$ cat config.mk
export PLATFORM = sky130hd
export DESIGN_NAME = exc_entry_encoder
export DESIGN_NICKNAME = d
export VERILOG_FILES = /design/src/rtl/exc_entry_pkg.sv /design/src/rtl/exc_cause_encoder.sv /design/src/rtl/exc_state_builder.sv /design/src/rtl/exc_return_select.sv /design/src/rtl/exc_defer_tracker.sv /design/src/rtl/exc_entry_encoder.sv
export SDC_FILE = /design/constraint.sdc
export NUM_CORES = 1
export LEC_CHECK = 0
export ABC_AREA = 1
export BUFFER_PORTS_ARGS = -buffer_cell sky130_fd_sc_hd__buf_2
export CAP_MARGIN = 40
export CORE_UTILIZATION = 34
export CTS_CLUSTER_DIAMETER = 100
export DETAILED_ROUTE_END_ITERATION = 8
export SLEW_MARGIN = 25
export SYNTH_ARGS = -nofsm -noshare
export SYNTH_HDL_FRONTEND = slang
export SYNTH_SLANG_ARGS = --single-unit
export TNS_END_PERCENT = 1
$ cat constraint.sdc
create_clock -name clk -period 5 [get_ports clk]
set_clock_uncertainty 0.15 [all_clocks]
set_input_delay 0.5 -clock clk [delete_from_list [all_inputs] [get_ports clk]]
set_output_delay 0.5 -clock clk [all_outputs]
set_load 0.02 [all_outputs]
$ cat src/rtl/exc_entry_pkg.sv
// Package: shared codes, cause-flag positions and machine-state bit positions
// for the exception entry encoder. Assumes a 32-bit machine-state word.
package exc_entry_pkg;

    typedef enum logic [3:0] {
        EK_NONE  = 4'd0,
        EK_RESET = 4'd1,
        EK_MCHK  = 4'd2,
        EK_DSTOR = 4'd3,
        EK_ISTOR = 4'd4,
        EK_EXT   = 4'd5,
        EK_ALIGN = 4'd6,
        EK_PROG  = 4'd7,
        EK_NOFPU = 4'd8,
        EK_DECR  = 4'd9,
        EK_SYSC  = 4'd12,
        EK_TRACE = 4'd13,
        EK_FPAST = 4'd14
    } exc_kind_e;

    localparam int KIND_W  = 4;
    localparam int CAUSE_W = 13;

    // Cause flag positions
    localparam int CF_NOXLATE = 0;
    localparam int CF_PROT    = 1;
    localparam int CF_UNSUP   = 2;
    localparam int CF_DIRECT  = 3;
    localparam int CF_STORE   = 4;
    localparam int CF_BRKPT   = 5;
    localparam int CF_EXTCTL  = 6;
    localparam int CF_NOEXEC  = 7;
    localparam int CF_GUARD   = 8;
    localparam int CF_FPEN    = 9;
    localparam int CF_ILLEGAL = 10;
    localparam int CF_PRIV    = 11;
    localparam int CF_TRAP    = 12;

    // Machine-state bit positions
    localparam int MB_LE  = 0;
    localparam int MB_RI  = 1;
    localparam int MB_DR  = 4;
    localparam int MB_IR  = 5;
    localparam int MB_IP  = 6;
    localparam int MB_FE1 = 8;
    localparam int MB_BE  = 9;
    localparam int MB_SE  = 10;
    localparam int MB_FE0 = 11;
    localparam int MB_ME  = 12;
    localparam int MB_FP  = 13;
    localparam int MB_PR  = 14;
    localparam int MB_EE  = 15;
    localparam int MB_ILE = 16;
    localparam int MB_POW = 18;

    // Status bit positions in saved status / fault status words
    localparam int SB_UNSUP   = 31;
    localparam int SB_NOXLATE = 30;
    localparam int SB_NOEXEC  = 28;
    localparam int SB_PROT    = 27;
    localparam int SB_DIRECT  = 26;
    localparam int SB_STORE   = 25;
    localparam int SB_BRKPT   = 22;
    localparam int SB_EXTCTL  = 20;
    localparam int SB_PFP     = 20;
    localparam int SB_PILL    = 19;
    localparam int SB_PPRIV   = 18;
    localparam int SB_PTRAP   = 17;
    localparam int SB_PANY    = 16;

    // True for every code the block acts on
    function automatic logic kind_known(input logic [KIND_W-1:0] k);
        case (k)
            EK_RESET, EK_MCHK, EK_DSTOR, EK_ISTOR, EK_EXT, EK_ALIGN,
            EK_PROG, EK_NOFPU, EK_DECR, EK_SYSC, EK_TRACE, EK_FPAST:
                return 1'b1;
            default:
                return 1'b0;
        endcase
    endfunction

endpackage

$ cat src/rtl/exc_cause_encoder.sv
// Module: combinational encoder of fault causes into the saved status word
// and the data-fault status word. Assumes XLEN >= 32 so that every status
// bit position exists; the upper half of the state is cleared for storage
// and program faults.
module exc_cause_encoder
    import exc_entry_pkg::*;
#(
    parameter int XLEN = 32
) (
    input  logic [KIND_W-1:0]  kind,
    input  logic [CAUSE_W-1:0] cause,
    input  logic [XLEN-1:0]    msr,
    output logic [XLEN-1:0]    save_status,
    output logic [XLEN-1:0]    fault_status,
    output logic               fault_wr
);
    localparam int HALF = XLEN / 2;
    localparam logic [XLEN-1:0] LOW_MASK = {{(XLEN-HALF){1'b0}}, {HALF{1'b1}}};

    logic [XLEN-1:0] isi_bits;
    logic [XLEN-1:0] prog_bits;
    logic [XLEN-1:0] dsi_bits;

    // Instruction storage cause: first matching class wins
    always_comb begin
        isi_bits = '0;
        if (cause[CF_NOXLATE])
            isi_bits[SB_NOXLATE] = 1'b1;
        else if (cause[CF_NOEXEC] || cause[CF_GUARD] || cause[CF_DIRECT])
            isi_bits[SB_NOEXEC] = 1'b1;
        else
            isi_bits[SB_PROT] = 1'b1;
    end

    // Program cause: one class bit by priority plus the common marker
    always_comb begin
        prog_bits = '0;
        prog_bits[SB_PANY] = 1'b1;
        if (cause[CF_FPEN])
            prog_bits[SB_PFP] = 1'b1;
        else if (cause[CF_ILLEGAL])
            prog_bits[SB_PILL] = 1'b1;
        else if (cause[CF_PRIV])
            prog_bits[SB_PPRIV] = 1'b1;
        else if (cause[CF_TRAP])
            prog_bits[SB_PTRAP] = 1'b1;
    end

    // Data storage cause: one primary class plus independent qualifiers
    always_comb begin
        dsi_bits = '0;
        if (cause[CF_NOXLATE]) begin
            dsi_bits[SB_NOXLATE] = 1'b1;
        end else if (cause[CF_PROT]) begin
            dsi_bits[SB_PROT] = 1'b1;
        end else if (cause[CF_UNSUP]) begin
            dsi_bits[SB_UNSUP]  = 1'b1;
            dsi_bits[SB_DIRECT] = cause[CF_DIRECT];
        end
        dsi_bits[SB_STORE]  = cause[CF_STORE];
        dsi_bits[SB_BRKPT]  = cause[CF_BRKPT];
        dsi_bits[SB_EXTCTL] = cause[CF_EXTCTL];
    end

    // Select the saved status form by exception code
    always_comb begin
        fault_status = dsi_bits;
        fault_wr     = 1'b0;
        case (kind)
            EK_DSTOR: begin
                save_status = msr & LOW_MASK;
                fault_wr    = 1'b1;
            end
            EK_ISTOR: save_status = (msr & LOW_MASK) | isi_bits;
            EK_PROG:  save_status = (msr & LOW_MASK) | prog_bits;
            default:  save_status = msr;
        endcase
    end

endmodule

$ cat src/rtl/exc_state_builder.sv
// Module: computes the handler's machine-state word and the handler vector.
// Assumes the vector is the code shifted by VEC_SHIFT, relocated into the
// high base when a reset arrives with the prefix bit set.
module exc_state_builder
    import exc_entry_pkg::*;
#(
    parameter int              XLEN      = 32,
    parameter int              VEC_SHIFT = 8,
    parameter logic [XLEN-1:0] HIGH_BASE = 32'hFFF0_0000
) (
    input  logic [KIND_W-1:0] kind,
    input  logic [XLEN-1:0]   msr,
    output logic [XLEN-1:0]   new_msr,
    output logic [XLEN-1:0]   vector
);
    localparam int N_CLR = 11;
    localparam int CLR_POS [N_CLR] = '{MB_POW, MB_EE, MB_PR, MB_FP, MB_FE0,
                                       MB_FE1, MB_SE, MB_BE, MB_IR, MB_DR,
                                       MB_RI};

    logic [XLEN-1:0] clr_mask;
    logic [XLEN-1:0] base_vec;

    // One mask bit per cleared state field
    generate
        for (genvar g = 0; g < XLEN; g++) begin : g_mask
            logic hit;
            always_comb begin
                hit = 1'b0;
                for (int j = 0; j < N_CLR; j++)
                    if (CLR_POS[j] == g) hit = 1'b1;
            end
            assign clr_mask[g] = hit;
        end
    endgenerate

    // Handler state: clear listed fields, LE from ILE, ME off for machine check
    always_comb begin
        new_msr        = msr & ~clr_mask;
        new_msr[MB_LE] = msr[MB_ILE];
        if (kind == EK_MCHK)
            new_msr[MB_ME] = 1'b0;
    end

    // Handler vector with optional high relocation for reset
    always_comb begin
        base_vec = '0;
        base_vec[VEC_SHIFT +: KIND_W] = kind;
        if (kind == EK_RESET && msr[MB_IP])
            vector = HIGH_BASE | base_vec;
        else
            vector = base_vec;
    end

endmodule

$ cat src/rtl/exc_return_select.sv
// Module: picks the saved return address. Assumes fixed-size instructions
// of INSN_BYTES; the machine check leaves the previous value in place.
module exc_return_select
    import exc_entry_pkg::*;
#(
    parameter int XLEN       = 32,
    parameter int INSN_BYTES = 4
) (
    input  logic [KIND_W-1:0] kind,
    input  logic [XLEN-1:0]   nip,
    output logic [XLEN-1:0]   ret_addr,
    output logic              ret_keep
);
    localparam logic [XLEN-1:0] STEP = XLEN'(INSN_BYTES);

    // Current instruction for synchronous faults, next one otherwise
    always_comb begin
        ret_keep = 1'b0;
        ret_addr = nip;
        case (kind)
            EK_ALIGN, EK_PROG, EK_NOFPU: ret_addr = nip - STEP;
            EK_MCHK:                     ret_keep = 1'b1;
            default:                     ret_addr = nip;
        endcase
    end

endmodule

$ cat src/rtl/exc_defer_tracker.sv
// Module: holds one pending flag per maskable source and chooses the event
// to take this cycle. A new request beats any pending source; pending
// sources are taken in index order once enabled. Assumes frozen holds all
// flags (fatal stop).
module exc_defer_tracker
    import exc_entry_pkg::*;
#(
    parameter int N_SRC = 2
) (
    input  logic              clk,
    input  logic              rst_n,
    input  logic              frozen,
    input  logic              req_valid,
    input  logic [KIND_W-1:0] req_kind,
    input  logic              enable,
    output logic              evt_valid,
    output logic [KIND_W-1:0] evt_kind,
    output logic [N_SRC-1:0]  pending
);
    localparam logic [KIND_W-1:0] SRC_KIND [2] = '{EK_EXT, EK_DECR};

    logic req_known;
    logic req_masked;

    // Classify the incoming request
    always_comb begin
        req_known  = kind_known(req_kind);
        req_masked = 1'b0;
        for (int i = 0; i < N_SRC; i++)
            if (req_kind == SRC_KIND[i]) req_masked = 1'b1;
    end

    // Choose between the new request and the first pending source
    always_comb begin
        evt_valid = 1'b0;
        evt_kind  = EK_NONE;
        if (req_valid) begin
            if (req_known && (!req_masked || enable)) begin
                evt_valid = 1'b1;
                evt_kind  = req_kind;
            end
        end else if (enable) begin
            for (int i = N_SRC - 1; i >= 0; i--) begin
                if (pending[i]) begin
                    evt_valid = 1'b1;
                    evt_kind  = SRC_KIND[i];
                end
            end
        end
    end

    generate
        for (genvar s = 0; s < N_SRC; s++) begin : g_src
            // Set on a masked request, clear when this source is taken
            always_ff @(posedge clk) begin
                if (!rst_n)
                    pending[s] <= 1'b0;
                else if (!frozen) begin
                    if (req_valid && req_kind == SRC_KIND[s] && !enable)
                        pending[s] <= 1'b1;
                    else if (evt_valid && evt_kind == SRC_KIND[s])
                        pending[s] <= 1'b0;
                end
            end
        end
    endgenerate

endmodule

$ cat src/rtl/exc_entry_encoder.sv
// Module: top of the exception entry encoder. Registers the handler vector,
// saved status, return address, fault status and handler state one cycle
// after an accepted event, pulses entry_flush, and stops on a machine check
// that arrives with machine checks disabled. Synchronous active-low reset.
module exc_entry_encoder
    import exc_entry_pkg::*;
#(
    parameter int XLEN       = 32,
    parameter int VEC_SHIFT  = 8,
    parameter int INSN_BYTES = 4
) (
    input  logic               clk,
    input  logic               rst_n,
    input  logic               req_valid,
    input  logic [KIND_W-1:0]  req_kind,
    input  logic [CAUSE_W-1:0] req_cause,
    input  logic [XLEN-1:0]    msr_in,
    input  logic [XLEN-1:0]    nip_in,
    output logic               entry_flush,
    output logic [XLEN-1:0]    vector,
    output logic [XLEN-1:0]    save_status,
    output logic [XLEN-1:0]    save_pc,
    output logic [XLEN-1:0]    fault_status,
    output logic [XLEN-1:0]    msr_next,
    output logic               pend_ext,
    output logic               pend_dec,
    output logic               halted
);
    localparam int N_SRC = 2;

    logic              evt_valid;
    logic [KIND_W-1:0] evt_kind;
    logic [N_SRC-1:0]  pending;
    logic              fatal_hit;
    logic              go;
    logic [XLEN-1:0]   c_save;
    logic [XLEN-1:0]   c_fault;
    logic              c_fault_wr;
    logic [XLEN-1:0]   c_msr;
    logic [XLEN-1:0]   c_vec;
    logic [XLEN-1:0]   c_ret;
    logic              c_ret_keep;

    exc_defer_tracker #(.N_SRC(N_SRC)) u_defer (
        .clk       (clk),
        .rst_n     (rst_n),
        .frozen    (halted),
        .req_valid (req_valid),
        .req_kind  (req_kind),
        .enable    (msr_in[MB_EE]),
        .evt_valid (evt_valid),
        .evt_kind  (evt_kind),
        .pending   (pending)
    );

    exc_cause_encoder #(.XLEN(XLEN)) u_cause (
        .kind         (evt_kind),
        .cause        (req_cause),
        .msr          (msr_in),
        .save_status  (c_save),
        .fault_status (c_fault),
        .fault_wr     (c_fault_wr)
    );

    exc_state_builder #(.XLEN(XLEN), .VEC_SHIFT(VEC_SHIFT)) u_state (
        .kind    (evt_kind),
        .msr     (msr_in),
        .new_msr (c_msr),
        .vector  (c_vec)
    );

    exc_return_select #(.XLEN(XLEN), .INSN_BYTES(INSN_BYTES)) u_ret (
        .kind     (evt_kind),
        .nip      (nip_in),
        .ret_addr (c_ret),
        .ret_keep (c_ret_keep)
    );

    // Split the chosen event into a fatal stop or a normal entry
    always_comb begin
        fatal_hit = evt_valid && evt_kind == EK_MCHK && !msr_in[MB_ME];
        go        = evt_valid && !fatal_hit;
    end

    assign pend_ext = pending[0];
    assign pend_dec = pending[1];

    // Register entry results; everything holds once halted
    always_ff @(posedge clk) begin
        if (!rst_n) begin
            entry_flush  <= 1'b0;
            vector       <= '0;
            save_status  <= '0;
            save_pc      <= '0;
            fault_status <= '0;
            msr_next     <= '0;
            halted       <= 1'b0;
        end else begin
            entry_flush <= 1'b0;
            if (!halted) begin
                if (fatal_hit) begin
                    halted <= 1'b1;
                end else if (go) begin
                    entry_flush <= 1'b1;
                    vector      <= c_vec;
                    save_status <= c_save;
                    msr_next    <= c_msr;
                    if (!c_ret_keep)
                        save_pc <= c_ret;
                    if (c_fault_wr)
                        fault_status <= c_fault;
                end
            end
        end
    end

endmodule

Word level (Yosys, flattened, before mapping)

Memories as Yosys holds them, arrays and structs flattened.
Cells that the tools add are included.

Flip-flop bits (word level): 128
ROM bits: 16
Bits of input ports: 84
Logic and storage cells: 98
Memories kept: 1

Add/sub/neg operators: 1
Equal/unequal tests: 11
Multiplexer cells: 43
Bitwise gates (word level): 6
Reduce and logical (&&, ||, !) cells: 27

Memory list:

| memory          | depth | width | rd ports | clocked after Yosys merged registers in | wr ports | RTL line            | source |
|---|---|---|---|---|---|---|---|
| (no name shown) | 16    | 1     | 1        | 0                                       | 0        | exc_entry_pkg.sv:73 | `case (k)` |

Operator list:

| operator                                                              | count |
|---|---|
| 32-bit one-hot mux with 3 select lines                                | 1 |
| 32-bit 2-to-1 mux                                                     | 2 |
| 32-bit by 3-bit subtractor with 32-bit output, second input constant  | 1 |
| 1-bit 2-to-1 mux                                                      | 31 |
| 16-bit by 31-bit OR with 31-bit output                                | 1 |
| 16-bit by 21-bit OR with 21-bit output                                | 1 |
| 4-bit by 3-bit equality test with 1-bit output, second input constant | 5 |
| 4-bit 2-to-1 mux                                                      | 5 |
| 4-bit equality test, second input constant                            | 3 |
| 1-bit logical AND                                                     | 11 |
| 4-bit by 2-bit equality test with 1-bit output, second input constant | 2 |
| 4-bit AND reduction                                                   | 2 |
| 2-bit 2-to-1 mux                                                      | 3 |
| 3-bit OR reduction                                                    | 2 |
| 4-bit by 1-bit equality test with 1-bit output, second input constant | 1 |
| 1-bit zero test                                                       | 4 |
| 1-bit inverter                                                        | 4 |
| 2-bit AND reduction                                                   | 2 |
| 2-bit nonzero test                                                    | 2 |
| 1-bit logical OR                                                      | 3 |
| 3-bit 2-to-1 mux                                                      | 1 |
| 3-bit AND reduction                                                   | 1 |

Longest topological paths before layout

Gate-level depths: netlist of the first run.

Word-level depth: 14
Mapped depth: 16

Hierarchy

Synthesis of the first run repeated with hierarchy kept, for this count alone.

Cells, all modules: 1427
Area, all modules: 9246.4 sq um

By module, submodules not included:

| module            | times used | cells each | area an instance (sq um) | sequential area each (sq um) |
|---|---|---|---|---|
| exc_entry_encoder | 1          | 979        | 6731.5                   | 3243.1 |
| exc_return_select | 1          | 210        | 1069.8                   | 0.0 |
| exc_cause_encoder | 1          | 115        | 653.1                    | 0.0 |
| exc_state_builder | 1          | 71         | 503.0                    | 0.0 |
| exc_defer_tracker | 1          | 52         | 289.0                    | 40.0 |

Worst setup path before layout of the first run

Ideal clock, no wire load.

Kind: input port to flip-flop
Start: input req_valid
End: register save_pc[27]
Setup time: 0.109 ns
Arrival time: 1.725 ns
Required time: 4.741 ns
Path slack: 3.016 ns
Stages: 14
Buffers on the path: 1
Path through: inv_2 -> nand2_1 -> inv_2 -> o21ai_2 -> nand2_1 -> inv_1 -> nand3_1 -> o21ai_2 -> inv_2 -> buf_4 -> nor2_1 -> nor2_1 -> nand2_1 -> inv_1

Word-level cells in the longest chain between the ends: 7
Elaborated cells on any way between the ends: 16

RTL lines:

| item                                           | RTL line                                         | source |
|---|---|---|
| start: declaration                             | exc_entry_encoder.sv:14                          | `input logic req_valid,` |
| 4-bit 2-to-1 mux                               | exc_defer_tracker.sv:37                          | `if (req_valid) begin` |
| 4-bit by 2-bit equality test with 1-bit output | exc_return_select.sv:20, exc_entry_encoder.sv:81 |  |
| 1-bit logical AND (2 in series)                | exc_entry_encoder.sv:81                          | `fatal_hit = evt_valid && evt_kind == EK_MCHK && !msr_in[MB_ME];` |
| 1-bit zero test                                | exc_entry_encoder.sv:82                          | `go = evt_valid && !fatal_hit;` |
| 1-bit logical AND                              | exc_entry_encoder.sv:82                          |  |
| 4-bit AND reduction (no line)                  | n/a                                              |  |
| end signal: assignment                         | exc_entry_encoder.sv:109                         | `save_pc <= c_ret;` |
| end: declaration                               | exc_entry_encoder.sv:22                          | `output logic [XLEN-1:0] save_pc,` |

Parallel ways exist; a longest one is shown, timed or not.
A chain may end at the register's enable or synchronous reset.

Worst setup path in the final report of the first run

Start: input req_kind[3]
End: register save_pc[3]

Word-level cells in the longest chain between the ends: 14
Elaborated cells on any way between the ends: 26

RTL lines:

| item                                           | RTL line                                         | source |
|---|---|---|
| start: declaration                             | exc_entry_encoder.sv:15                          | `input logic [KIND_W-1:0] req_kind,` |
| 4-bit by 3-bit equality test with 1-bit output | exc_defer_tracker.sv:30                          | `if (req_kind == SRC_KIND[i]) req_masked = 1'b1;` |
| 1-bit 2-to-1 mux (2 in series)                 | exc_defer_tracker.sv:30                          |  |
| 1-bit zero test                                | exc_defer_tracker.sv:38                          | `if (req_known && (!req_masked \|\| enable)) begin` |
| 1-bit logical OR                               | exc_defer_tracker.sv:38                          |  |
| 1-bit logical AND                              | exc_defer_tracker.sv:38                          |  |
| 4-bit 2-to-1 mux                               | exc_defer_tracker.sv:38                          |  |
| 4-bit 2-to-1 mux                               | exc_defer_tracker.sv:37                          |  |
| 4-bit by 2-bit equality test with 1-bit output | exc_return_select.sv:20, exc_entry_encoder.sv:81 |  |
| 1-bit logical AND (2 in series)                | exc_entry_encoder.sv:81                          |  |
| 1-bit zero test                                | exc_entry_encoder.sv:82                          |  |
| 1-bit logical AND                              | exc_entry_encoder.sv:82                          |  |
| 4-bit AND reduction (no line)                  | n/a                                              |  |

Parallel ways exist; a longest one is shown, timed or not.

==> results of run 1 <==
## area by class of cell
cell class                      count  area, um^2  area share (%)
Clock inverter                      6        61.3           0.922
Tap cell                          216         270            4.06
Timing Repair Buffer              199        1010            15.2
Clock buffer                       10         239            3.59
Inverter                           56         213            3.20
Sequential cell                    96        1920            28.9
Multi-Input combinational cell    638        2930            44.1
## tightest hold or removal path: stages
cell and delay [ns]:
buf_2 0.07, o21ai_0 0.07, nor2_1 0.08
## per-layer routing
| metal | global-route usage (%) | routed length [um] | up-vias |
|---|---|---|---|
| met5 | 0 | 0 | - |
| met4 | 5.54 | 167 | 0 |
| met3 | 4.43 | 1290 | 11 |
| met2 | 30.5 | 7250 | 213 |
| met1 | 21.3 | 6600 | 2426 |
| li1 | - | - | 2862 |
## sequential cells by signal, indices dropped and copies added (netlist names)
name,cells
msr_next,16
entry_flush,1
halted,1
vector,5
fault_status,7
save_status,32
save_pc,32
u_defer.pending,2
## placed cells by master (no fill, tap or decap), types with 2 or more instances in the layout
cell type  synthesis  final
a21oi_1           28     28
buf_2             15    195
buf_4             80      3
clkbuf_16          0      9
conb_1             1     52
dfxtp_1           96     96
inv_1             47     46
inv_2              8      9
inv_6              0      2
nand2_1          168    168
nand2_2            6      6
nand2_4            3      3
nand3_1           92     92
nand3_2            3      3
nand4_1            5      5
nor2_1           185    185
nor2_2             3      3
nor2_4             2      2
nor3_1             4      4
nor4_1             7      7
o21a_1             9      9
o21ai_0           30     30
o21ai_1            4      4
o21ai_2            2      2
xnor2_1           19     19
xor2_1             9      9
## power groups by stage
stage / sequential (mW) / combinational (mW) / clock, mW
5_1_grt: 0.859 / 0.546 / 0.745
2_1_floorplan: 0.943 / 0.301 / 0
3_3_place_gp: 0.869 / 0.487 / 0
4_1_cts: 0.852 / 0.492 / 0.718
6_report: 0.851 / 0.487 / 0.695
3_5_place_dp: 0.869 / 0.490 / 0
## metrics by stage
| step | std cells | setup WS (ns) | area [um^2] | hold slack [ns] |
|---|---|---|---|---|
| floorplan | 895 | 3.02 | 5780 | 0.386 |
| global placement | 1204 | 1.63 | 6340 | 0.294 |
| detailed placement | 1205 | 1.72 | 6350 | 0.297 |
| CTS | 1221 | 2.05 | 6650 | 0.233 |
| global route | 1221 | 1.74 | 6650 | 0.234 |
| finish | 1221 | 2.08 | 6650 | 0.247 |
## cells by family (layout without fill, tap and decap cells)
group / count (synthesis) / after routing / synth area share [%]
xor+xnor: 28 / 28 / 4.39
fa+ha+maj: 1 / 1 / 0.224
other cells: 1 / 52 / 0.0671
simple gates: 483 / 483 / 37.2
buf+inv: 161 / 271 / 16.6
compound gates: 74 / 74 / 7.23
flops: 96 / 96 / 34.4
## worst paths after layout
| check | start | end | slack, ns |
|---|---|---|---|
| max | req_kind[3] | save_pc[3] | 2.08 |
| min | msr_in[5] | save_status[5] | 0.25 |
| max reg2reg | u_defer.pending[1] | save_pc[3] | 2.09 |
| min reg2reg | fault_status[30] | fault_status[30] | 0.31 |
==> impl_metrics.env, run 1 <==
export IMPL_clock_root_buffer="clkbuf_16"
export IMPL_finalCritPeriodShare_pct=58.4
export IMPL_synthFlopType="dfxtp_1"
export IMPL_crit_path_cell_trace="buf_2 > inv_2 > nor2_2 > nand2_1 > nand2_1 > nand2_2 > nand2_4 > nand2_4 > a21oi_2 > nand3_2 > nand2_1 > buf_8 > nand2_1 > nand3_1 > nand2_1 > inv_1"
export IMPL_synth_cell_area_um2=5590
export IMPL_drtAntennaViolNets=0
export IMPL_cp_start_kind="input pin"
export IMPL_status="finished, final reports clean"
export IMPL_worst_pin_slew_ns=0.745
export IMPL_initial_core_util_pct=35.1
export IMPL_clkPwrFrac_pct=34.2
export IMPL_crit_family="simple AND/OR/NAND/NOR gates"
export IMPL_fmax_mhz=342
export IMPL_fp_dieH_um=130
export IMPL_synth_most_common_cell="nor2_1"
export IMPL_core_area_um2=15900
export IMPL_synth_area_leaders="dfxtp_1 (34%), nor2_1 (12%), nand2_1 (11%)"
export IMPL_htree_num_levels=3
export IMPL_endpoint_kind="flip-flop"
export IMPL_rsz0062_at_grt="false"
export IMPL_hold_buffers=0
export IMPL_p_comb_share_pct=23.9
export IMPL_max_cap_viol_count=0
export IMPL_synth_edf_count=0
export IMPL_fillers=1750
export IMPL_cts_setup_buffers=0
export IMPL_rows=46
export IMPL_slew_violations=0
export IMPL_hold_path_class="in -> reg"
export IMPL_clock_sinks=96
export IMPL_drc_errors=0
export IMPL_areaGrowthSynthToFinish_pct=19.0
export IMPL_gr_usage_all_layers_pct=17.6
export IMPL_p_int_mw=1.34
export IMPL_netSwitchingFraction_pct=34.0
export IMPL_power_density_nw_per_um2=306
export IMPL_grt_overflow=0
export IMPL_fin_nets=1085
export IMPL_fin_util_pct=41.7
export IMPL_insertion_delay_ns=0.35
export IMPL_cp_required_ns=5.15
export IMPL_path_max_fanout=31
export IMPL_grt_max_degree=68
export IMPL_synth_top_area_share_pct=34.4
export IMPL_drt_wl_total_mm=15.3
export IMPL_firstDrtPassIters=5
export IMPL_peakVddDrop_mv=0.171
export IMPL_yosysTopAreaCell="dfxtp_1"
export IMPL_slew_headroom_pct=50.3
export IMPL_setup_violations=0
export IMPL_crit_type="in -> reg"
export IMPL_die_x_um=130
export IMPL_fin_tns_setup_ns=0
export IMPL_r2r_cells=10
export IMPL_total_leakage_power_nw=3.42
export IMPL_worstPathArrival_ns=3.07
export IMPL_diodes=0
export IMPL_dp_hpwl_mm=11.3
export IMPL_io_buffers=195
export IMPL_finalPower_mw=2.03
export IMPL_yosysWarnings=0
export IMPL_syn_instance_count=844
export IMPL_cp_num_buf_inv=4
export IMPL_synth_seq_cells=96
export IMPL_synthArstFlopShare_pct=0
export IMPL_p_seq_share_pct=41.9
export IMPL_max_stage_delay_ns=0.67
export IMPL_antenna_found_initial=0
export IMPL_finalHoldViolCount=0
export IMPL_grt_pass1_vias=4827
export IMPL_synth_common_cells="nor2_1 (185), nand2_1 (168), dfxtp_1 (96)"
export IMPL_cp_depth=16
export IMPL_synthDistinctLibCells=33
export IMPL_grt_pass1_wl_mm=23.5
export IMPL_numCtsBuffers=9
export IMPL_die_area_um2=17000
export IMPL_wl_per_cell_um=12.5
export IMPL_ys_seq_area_share_pct=34.4
export IMPL_ctsResizeCount=0
export IMPL_crit_path_frequent_cell="nand2_1"
export IMPL_via_per_inst=4.51
export IMPL_slowest_stage="nand2_1"
export IMPL_io_pins=248
export IMPL_drtIter0Drc=260
export IMPL_syn_area_per_cell_um2=6.62
export IMPL_routabilityCongestion=0.933
export IMPL_via_count=5512
export IMPL_fin_crit_ns=2.92
export IMPL_cts_buffer_depth=2
export IMPL_path_clk_slew_ns=0.07
export IMPL_drive_gt1_share_pct=24.6
export IMPL_whs_path_depth=3
export IMPL_switching_power_mw=0.691
export IMPL_tritoncts="yes"
Note: power is estimated with default switching activity, not from simulation.
==> inputs of run 2 (changes only) <==
--- a/config.mk
+++ b/config.mk
@@ -5,7 +5,7 @@
 export SDC_FILE = /design/constraint.sdc
 export NUM_CORES = 1
 export LEC_CHECK = 0
-export ABC_AREA = 1
+export ABC_AREA = 0
 export BUFFER_PORTS_ARGS = -buffer_cell sky130_fd_sc_hd__buf_2
 export CAP_MARGIN = 40
 export CORE_UTILIZATION = 34
==> constraint.sdc (replaced) <==
create_clock -name clk -period 2.68 [get_ports clk]
set_clock_uncertainty 0.15 [all_clocks]
set_input_delay 0.268 -clock clk [delete_from_list [all_inputs] [get_ports clk]]
set_output_delay 0.268 -clock clk [all_outputs]
set_load 0.02 [all_outputs]
==> impl_metrics.env, run 2 <==
export IMPL_status="finished, final reports clean"
export IMPL_path_clk_slew_ns=0.06
export IMPL_synth_most_common_cell="dfxtp_1"
export IMPL_slew_violations=0
export IMPL_pre_cts_slack_ns=0.248
export IMPL_netSwitchingFraction_pct=30.8
export IMPL_hold_path_class="in -> reg"
export IMPL_post_synth_fa_ha_maj_area_fraction_pct=0.240
export IMPL_yosys_area_share_simple_pct=19.5
export IMPL_max_stage_delay_ns=0.48
export IMPL_worst_pin_slew_ns=0.785
export IMPL_synth_edf_count=0
export IMPL_p_int_mw=2.66
export IMPL_endpoint_kind="flip-flop"
export IMPL_cp_num_buf_inv=2
export IMPL_yosysTopAreaCell="dfxtp_1"
export IMPL_grt_max_degree=63
export IMPL_drtIter0Drc=288
export IMPL_synth_cell_area_um2=5210
export IMPL_grt_pass1_wl_mm=23.0
export IMPL_gr_usage_all_layers_pct=18.5
export IMPL_ctsResizeCount=0
export IMPL_clkPwrFrac_pct=37.5
export IMPL_rsz0062_at_grt="false"
export IMPL_fin_nets=872
export IMPL_hold_buffers=5
export IMPL_areaGrowthSynthToFinish_pct=23.5
export IMPL_rows=44
export IMPL_diodes=0
export IMPL_grt_pass1_vias=4394
export IMPL_via_count=4845
export IMPL_crit_type="reg -> reg"
export IMPL_most_common_layout_cells="buf_2 (194), dfxtp_1 (96), nand2_1 (81)"
export IMPL_layout_commonest_cell="buf_2"
export IMPL_dp_hpwl_mm=11.1
export IMPL_synthDistinctLibCells=61
export IMPL_finalCritPeriodShare_pct=82.0
export IMPL_slowest_stage="a21oi_4"
export IMPL_htree_num_levels=3
export IMPL_via_per_inst=4.96
export IMPL_die_x_um=126
export IMPL_core_area_um2=14800
export IMPL_max_cap_viol_count=0
export IMPL_fin_crit_ns=2.20
export IMPL_synth_common_cells="dfxtp_1 (96), nand2_1 (81), buf_4 (69)"
export IMPL_drt_wl_total_mm=15.0
export IMPL_syn_area_per_cell_um2=8.41
export IMPL_muxShareOfSynthArea_pct=6.91
export IMPL_finalHoldViolCount=0
export IMPL_cp_required_ns=2.81
export IMPL_fin_ws_ns=0.483
export IMPL_total_leakage_power_nw=2.90
export IMPL_peakVddDrop_mv=0.307
export IMPL_switching_power_mw=1.18
export IMPL_yosysWarnings=0
export IMPL_crit_path_cell_trace="inv_1 > o2111ai_1 > o21a_1 > a21oi_4 > buf_12 > mux2i_1"
export IMPL_synth_top_area_share_pct=36.9
export IMPL_drive_gt1_share_pct=30.9
export IMPL_initial_core_util_pct=35.3
export IMPL_firstDrtPassIters=5
export IMPL_grt_overflow=0
export IMPL_die_area_um2=15800
export IMPL_clock_root_buffer="clkbuf_16"
export IMPL_cp_start_kind="flip-flop"
export IMPL_fin_tns_setup_ns=0
export IMPL_cts_buffer_depth=2
export IMPL_syn_instance_count=620
export IMPL_placed_area_um2=6060
export IMPL_cts_setup_buffers=0
export IMPL_fp_dieH_um=126
export IMPL_clock_sinks=96
export IMPL_synthXorXnorAreaFrac_pct=5.04
export IMPL_final_cells=976
export IMPL_antenna_found_initial=0
export IMPL_synth_top_family_by_area="simple AND/OR/NAND/NOR gates"
export IMPL_path_max_fanout=22
export IMPL_fmax_mhz=455
export IMPL_ys_seq_area_share_pct=36.9
export IMPL_crit_family="compound AO/OA/AOI/OAI gates"
export IMPL_worstPathArrival_ns=2.32
export IMPL_synth_area_leaders="dfxtp_1 (37%), buf_4 (9.9%), mux2i_1 (6.9%)"
export IMPL_setup_violations=0
export IMPL_io_pins=248
export IMPL_routabilityCongestion=0.830
export IMPL_drtAntennaViolNets=0
export IMPL_wl_per_cell_um=15.3
export IMPL_p_comb_share_pct=21.2
export IMPL_tritoncts="yes"
export IMPL_fin_util_pct=43.6
export IMPL_slew_headroom_pct=47.6
export IMPL_insertion_delay_ns=0.35
export IMPL_p_seq_share_pct=41.3
export IMPL_numCtsBuffers=9
export IMPL_synth_compound_area_share_pct=16.6
export IMPL_place_inst=955
export IMPL_power_density_nw_per_um2=597
export IMPL_synth_seq_cells=96
export IMPL_synthArstFlopShare_pct=0
export IMPL_io_buffers=195
export IMPL_drc_errors=0
export IMPL_synthFlopType="dfxtp_1"
export IMPL_design_area_um2=6440
export IMPL_top_regs="save_pc: 32 flops, save_status: 32 flops, msr_next: 16 flops"
==> run 2: cell type report <==
type                            count  area, um^2
Inverter                           11        41.3
Clock buffer                       11         243
Timing Repair Buffer              217        1180
Tap cell                          184         230
Clock inverter                      5        88.8
Multi-Input combinational cell    452        2730
Sequential cell                    96        1920
Fill cell                        1518        8320
==> run 2: cell families after synthesis <==
logic type | Yosys count
AND/OR/NAND/NOR | 198
AO/OA/AOI/OAI | 135
buffers and inverters | 123
flip-flops | 96
multiplexers | 36
XOR/XNOR | 30
adder cells (fa/ha/maj) | 1
other | 1
==> run 2: through the flow <==
| step | total power, mW | hold WS (ns) |
|---|---|---|
| after global routing | 4.03 | 0.0107 |
| after detailed placement | 2.43 | 0.294 |
| after floorplan | 2.20 | 0.254 |
| after CTS | 3.88 | 0.000807 |
| after global placement | 2.43 | 0.288 |
| final | 3.84 | 0.0141 |
==> run 2: worst min-delay path, cell delays in order <==
cell and delay [ns]:
buf_2 0.10, nand2_1 0.05, mux2i_1 0.05
==> run 2: layer usage <==
layer	vias up	GRT usage, %	share of wire (%)
met4	0	5.67	1.1
met1	2211	23.0	45
met3	17	5.48	7.8
met5	-	0	0
met2	195	30.9	46
li1	2422	-	-
==> run 2: power groups by stage <==
| stage | sequential [mW] | clock (mW) | combinational (mW) |
|---|---|---|---|
| after floorplan | 1.75 | 0 | 0.453 |
| after global placement | 1.62 | 0 | 0.805 |
| after detailed placement | 1.62 | 0 | 0.810 |
| after CTS | 1.59 | 1.47 | 0.817 |
| after global routing | 1.60 | 1.55 | 0.880 |
| final | 1.59 | 1.44 | 0.813 |
==> run 2: final timing paths <==
path,from,endpoint,slack (ns),depth (start not counted)
worst min-delay path,msr_in[9],save_status[9],0.01,3
worst max-delay path,halted,save_status[2],0.48,6
worst min register to register,save_status[8],save_status[8],0.30,2
worst max register to register,halted,save_status[2],0.48,6
==> inputs of run 3 (changes only) <==
==> constraint.sdc (replaced) <==
create_clock -name clk -period 2.2 [get_ports clk]
set_clock_uncertainty 0.15 [all_clocks]
set_input_delay 0.22 -clock clk [delete_from_list [all_inputs] [get_ports clk]]
set_output_delay 0.22 -clock clk [all_outputs]
set_load 0.02 [all_outputs]
==> impl_metrics.env, run 3 (synthesis results as in run 2) <==
export IMPL_slew_headroom_pct=57.2
export IMPL_p_comb_share_pct=24.1
export IMPL_path_max_fanout=9
export IMPL_via_count=5088
export IMPL_slew_violations=0
export IMPL_crit_type="reg -> reg"
export IMPL_use_met2_pct=32.3
export IMPL_setup_violations=0
export IMPL_drc_errors=0
export IMPL_firstDrtPassIters=5
export IMPL_switching_power_mw=1.44
export IMPL_fin_tns_setup_ns=0
export IMPL_clock_sinks=96
export IMPL_pre_cts_slack_ns=0.000303
export IMPL_cp_start_kind="flip-flop"
export IMPL_clkPwrFrac_pct=32.8
export IMPL_grt_overflow=0
export IMPL_drt_wl_total_mm=15.3
export IMPL_grt_util_met3_pct=3.99
export IMPL_grt_pass1_vias=4520
export IMPL_antenna_found_initial=0
export IMPL_peakVddDrop_mv=0.359
export IMPL_io_pins=248
export IMPL_p_seq_share_pct=43.1
export IMPL_top_regs="save_pc: 32 flops, save_status: 32 flops, msr_next: 16 flops"
export IMPL_fmax_mhz=523
export IMPL_power_density_nw_per_um2=646
export IMPL_cp_required_ns=2.32
export IMPL_drive_gt1_share_pct=32.2
export IMPL_p_int_mw=3.05
export IMPL_grt_max_degree=51
export IMPL_path_clk_slew_ns=0.06
export IMPL_wl_per_cell_um=14.8
export IMPL_endpoint_kind="flip-flop"
export IMPL_rows=44
export IMPL_drtIter0Drc=250
export IMPL_layout_commonest_cell="buf_2"
export IMPL_die_x_um=126
export IMPL_most_common_layout_cells="buf_2 (194), dfxtp_1 (96), nand2_1 (81)"
export IMPL_hold_end="save_status[3]"
export IMPL_whs_path_depth=3
export IMPL_min_from="msr_in[3]"
export IMPL_cts_buffer_depth=2
export IMPL_finalHoldViolCount=0
export IMPL_fin_crit_ns=1.91
export IMPL_grt_pass1_wl_mm=23.7
export IMPL_rsz0062_at_grt="false"
export IMPL_r2r_slack_ns=0.29
export IMPL_use_met1_pct=24.0
export IMPL_diodes=0
export IMPL_io_buffers=195
export IMPL_tritoncts="yes"
export IMPL_fin_nets=929
export IMPL_areaGrowthSynthToFinish_pct=33.4
export IMPL_fp_dieH_um=126
export IMPL_finalCritPeriodShare_pct=86.9
export IMPL_reg2reg_from="u_defer.pending[0]"
export IMPL_netSwitchingFraction_pct=32.0
export IMPL_fin_ws_ns=0.287
export IMPL_insertion_delay_ns=0.35
export IMPL_max_cap_viol_count=0
export IMPL_numCtsBuffers=9
export IMPL_gr_usage_all_layers_pct=19.0
export IMPL_hold_path_class="in -> reg"
export IMPL_routabilityCongestion=0.816
export IMPL_core_area_um2=14800
export IMPL_initial_core_util_pct=35.3
export IMPL_worst_pin_slew_ns=0.634
export IMPL_die_area_um2=15800
export IMPL_total_leakage_power_nw=3.16
export IMPL_worstPathArrival_ns=2.03
export IMPL_drtAntennaViolNets=0
export IMPL_htree_num_levels=3
export IMPL_r2r_cells=6
export IMPL_status="finished, final reports clean"
export IMPL_top_usage_layer="met2"
export IMPL_dp_hpwl_mm=11.3
export IMPL_reg2reg_to="save_status[17]"
export IMPL_clock_root_buffer="clkbuf_16"
export IMPL_via_per_inst=4.93
-- run 3: worst max path at each step --
stage	from	to	slack [ns]	cells past startpoint
2_1_floorplan	msr_in[15]	msr_next[17]	0.11	8
3_3_place_gp	nip_in[28]	save_pc[31]	0.05	6
3_5_place_dp	req_kind[1]	save_status[22]	0.0003	8
4_1_cts	halted	vector[30]	0.28	7
5_1_grt	u_defer.pending[0]	msr_next[29]	0.19	6
6_report	u_defer.pending[0]	save_status[17]	0.29	6
-- run 3: final cells by class --
cell class	count	area [um^2]
Multi-Input combinational cell	452	2730
Tap cell	184	230
Fill cell	1495	7800
Clock inverter	6	43.8
Inverter	11	41.3
Sequential cell	96	1920
Timing Repair Buffer	274	1760
Clock buffer	10	229
-- run 3: worst max-delay path: stages, from the launching register on --
cell,delay (ns)
dfxtp_1,0.43
nand3b_1,0.13
o311a_1,0.28
nor4_1,0.36
buf_4,0.18
a32oi_1,0.09
a211oi_1,0.22
-- run 3: per-stage QoR --
stage	cells	cell area [um^2]	total power, mW	utilization (%)	hold slack (ns)
3_3_place_gp	983	6340	3.00	43.0	0.292
2_1_floorplan	671	5400	2.68	-	0.206
3_5_place_dp	983	6340	3.01	43.0	0.297
5_1_grt	1033	6950	4.73	47.1	0.00618
6_report	1033	6950	4.49	47.1	0.00655
4_1_cts	1033	6950	4.54	47.1	0.00271
-- run 3: power groups by stage --
stage          Sequential (mW)  Clock (mW)  Combinational (mW)
5_1_grt                   1.95        1.61                1.17
3_3_place_gp              1.97           0                1.03
3_5_place_dp              1.97           0                1.04
2_1_floorplan             2.13           0               0.552
6_report                  1.94        1.47                1.08
4_1_cts                   1.93        1.53                1.08
-- run 3: routing by layer --
| metal | wire length, um | part of all wire [%] | up-vias |
|---|---|---|---|
| met5 | 0 | 0 | - |
| met4 | 187 | 1.2 | 0 |
| met3 | 975 | 6.4 | 14 |
| met2 | 7320 | 48 | 188 |
| met1 | 6770 | 44 | 2335 |
| li1 | - | - | 2551 |
-- run 3: timing repair --
action	CTS	global route
setup buffers	0	0
gates resized for setup	0	0
hold buffers	34	0
endpoints found under the hold margin	42	0
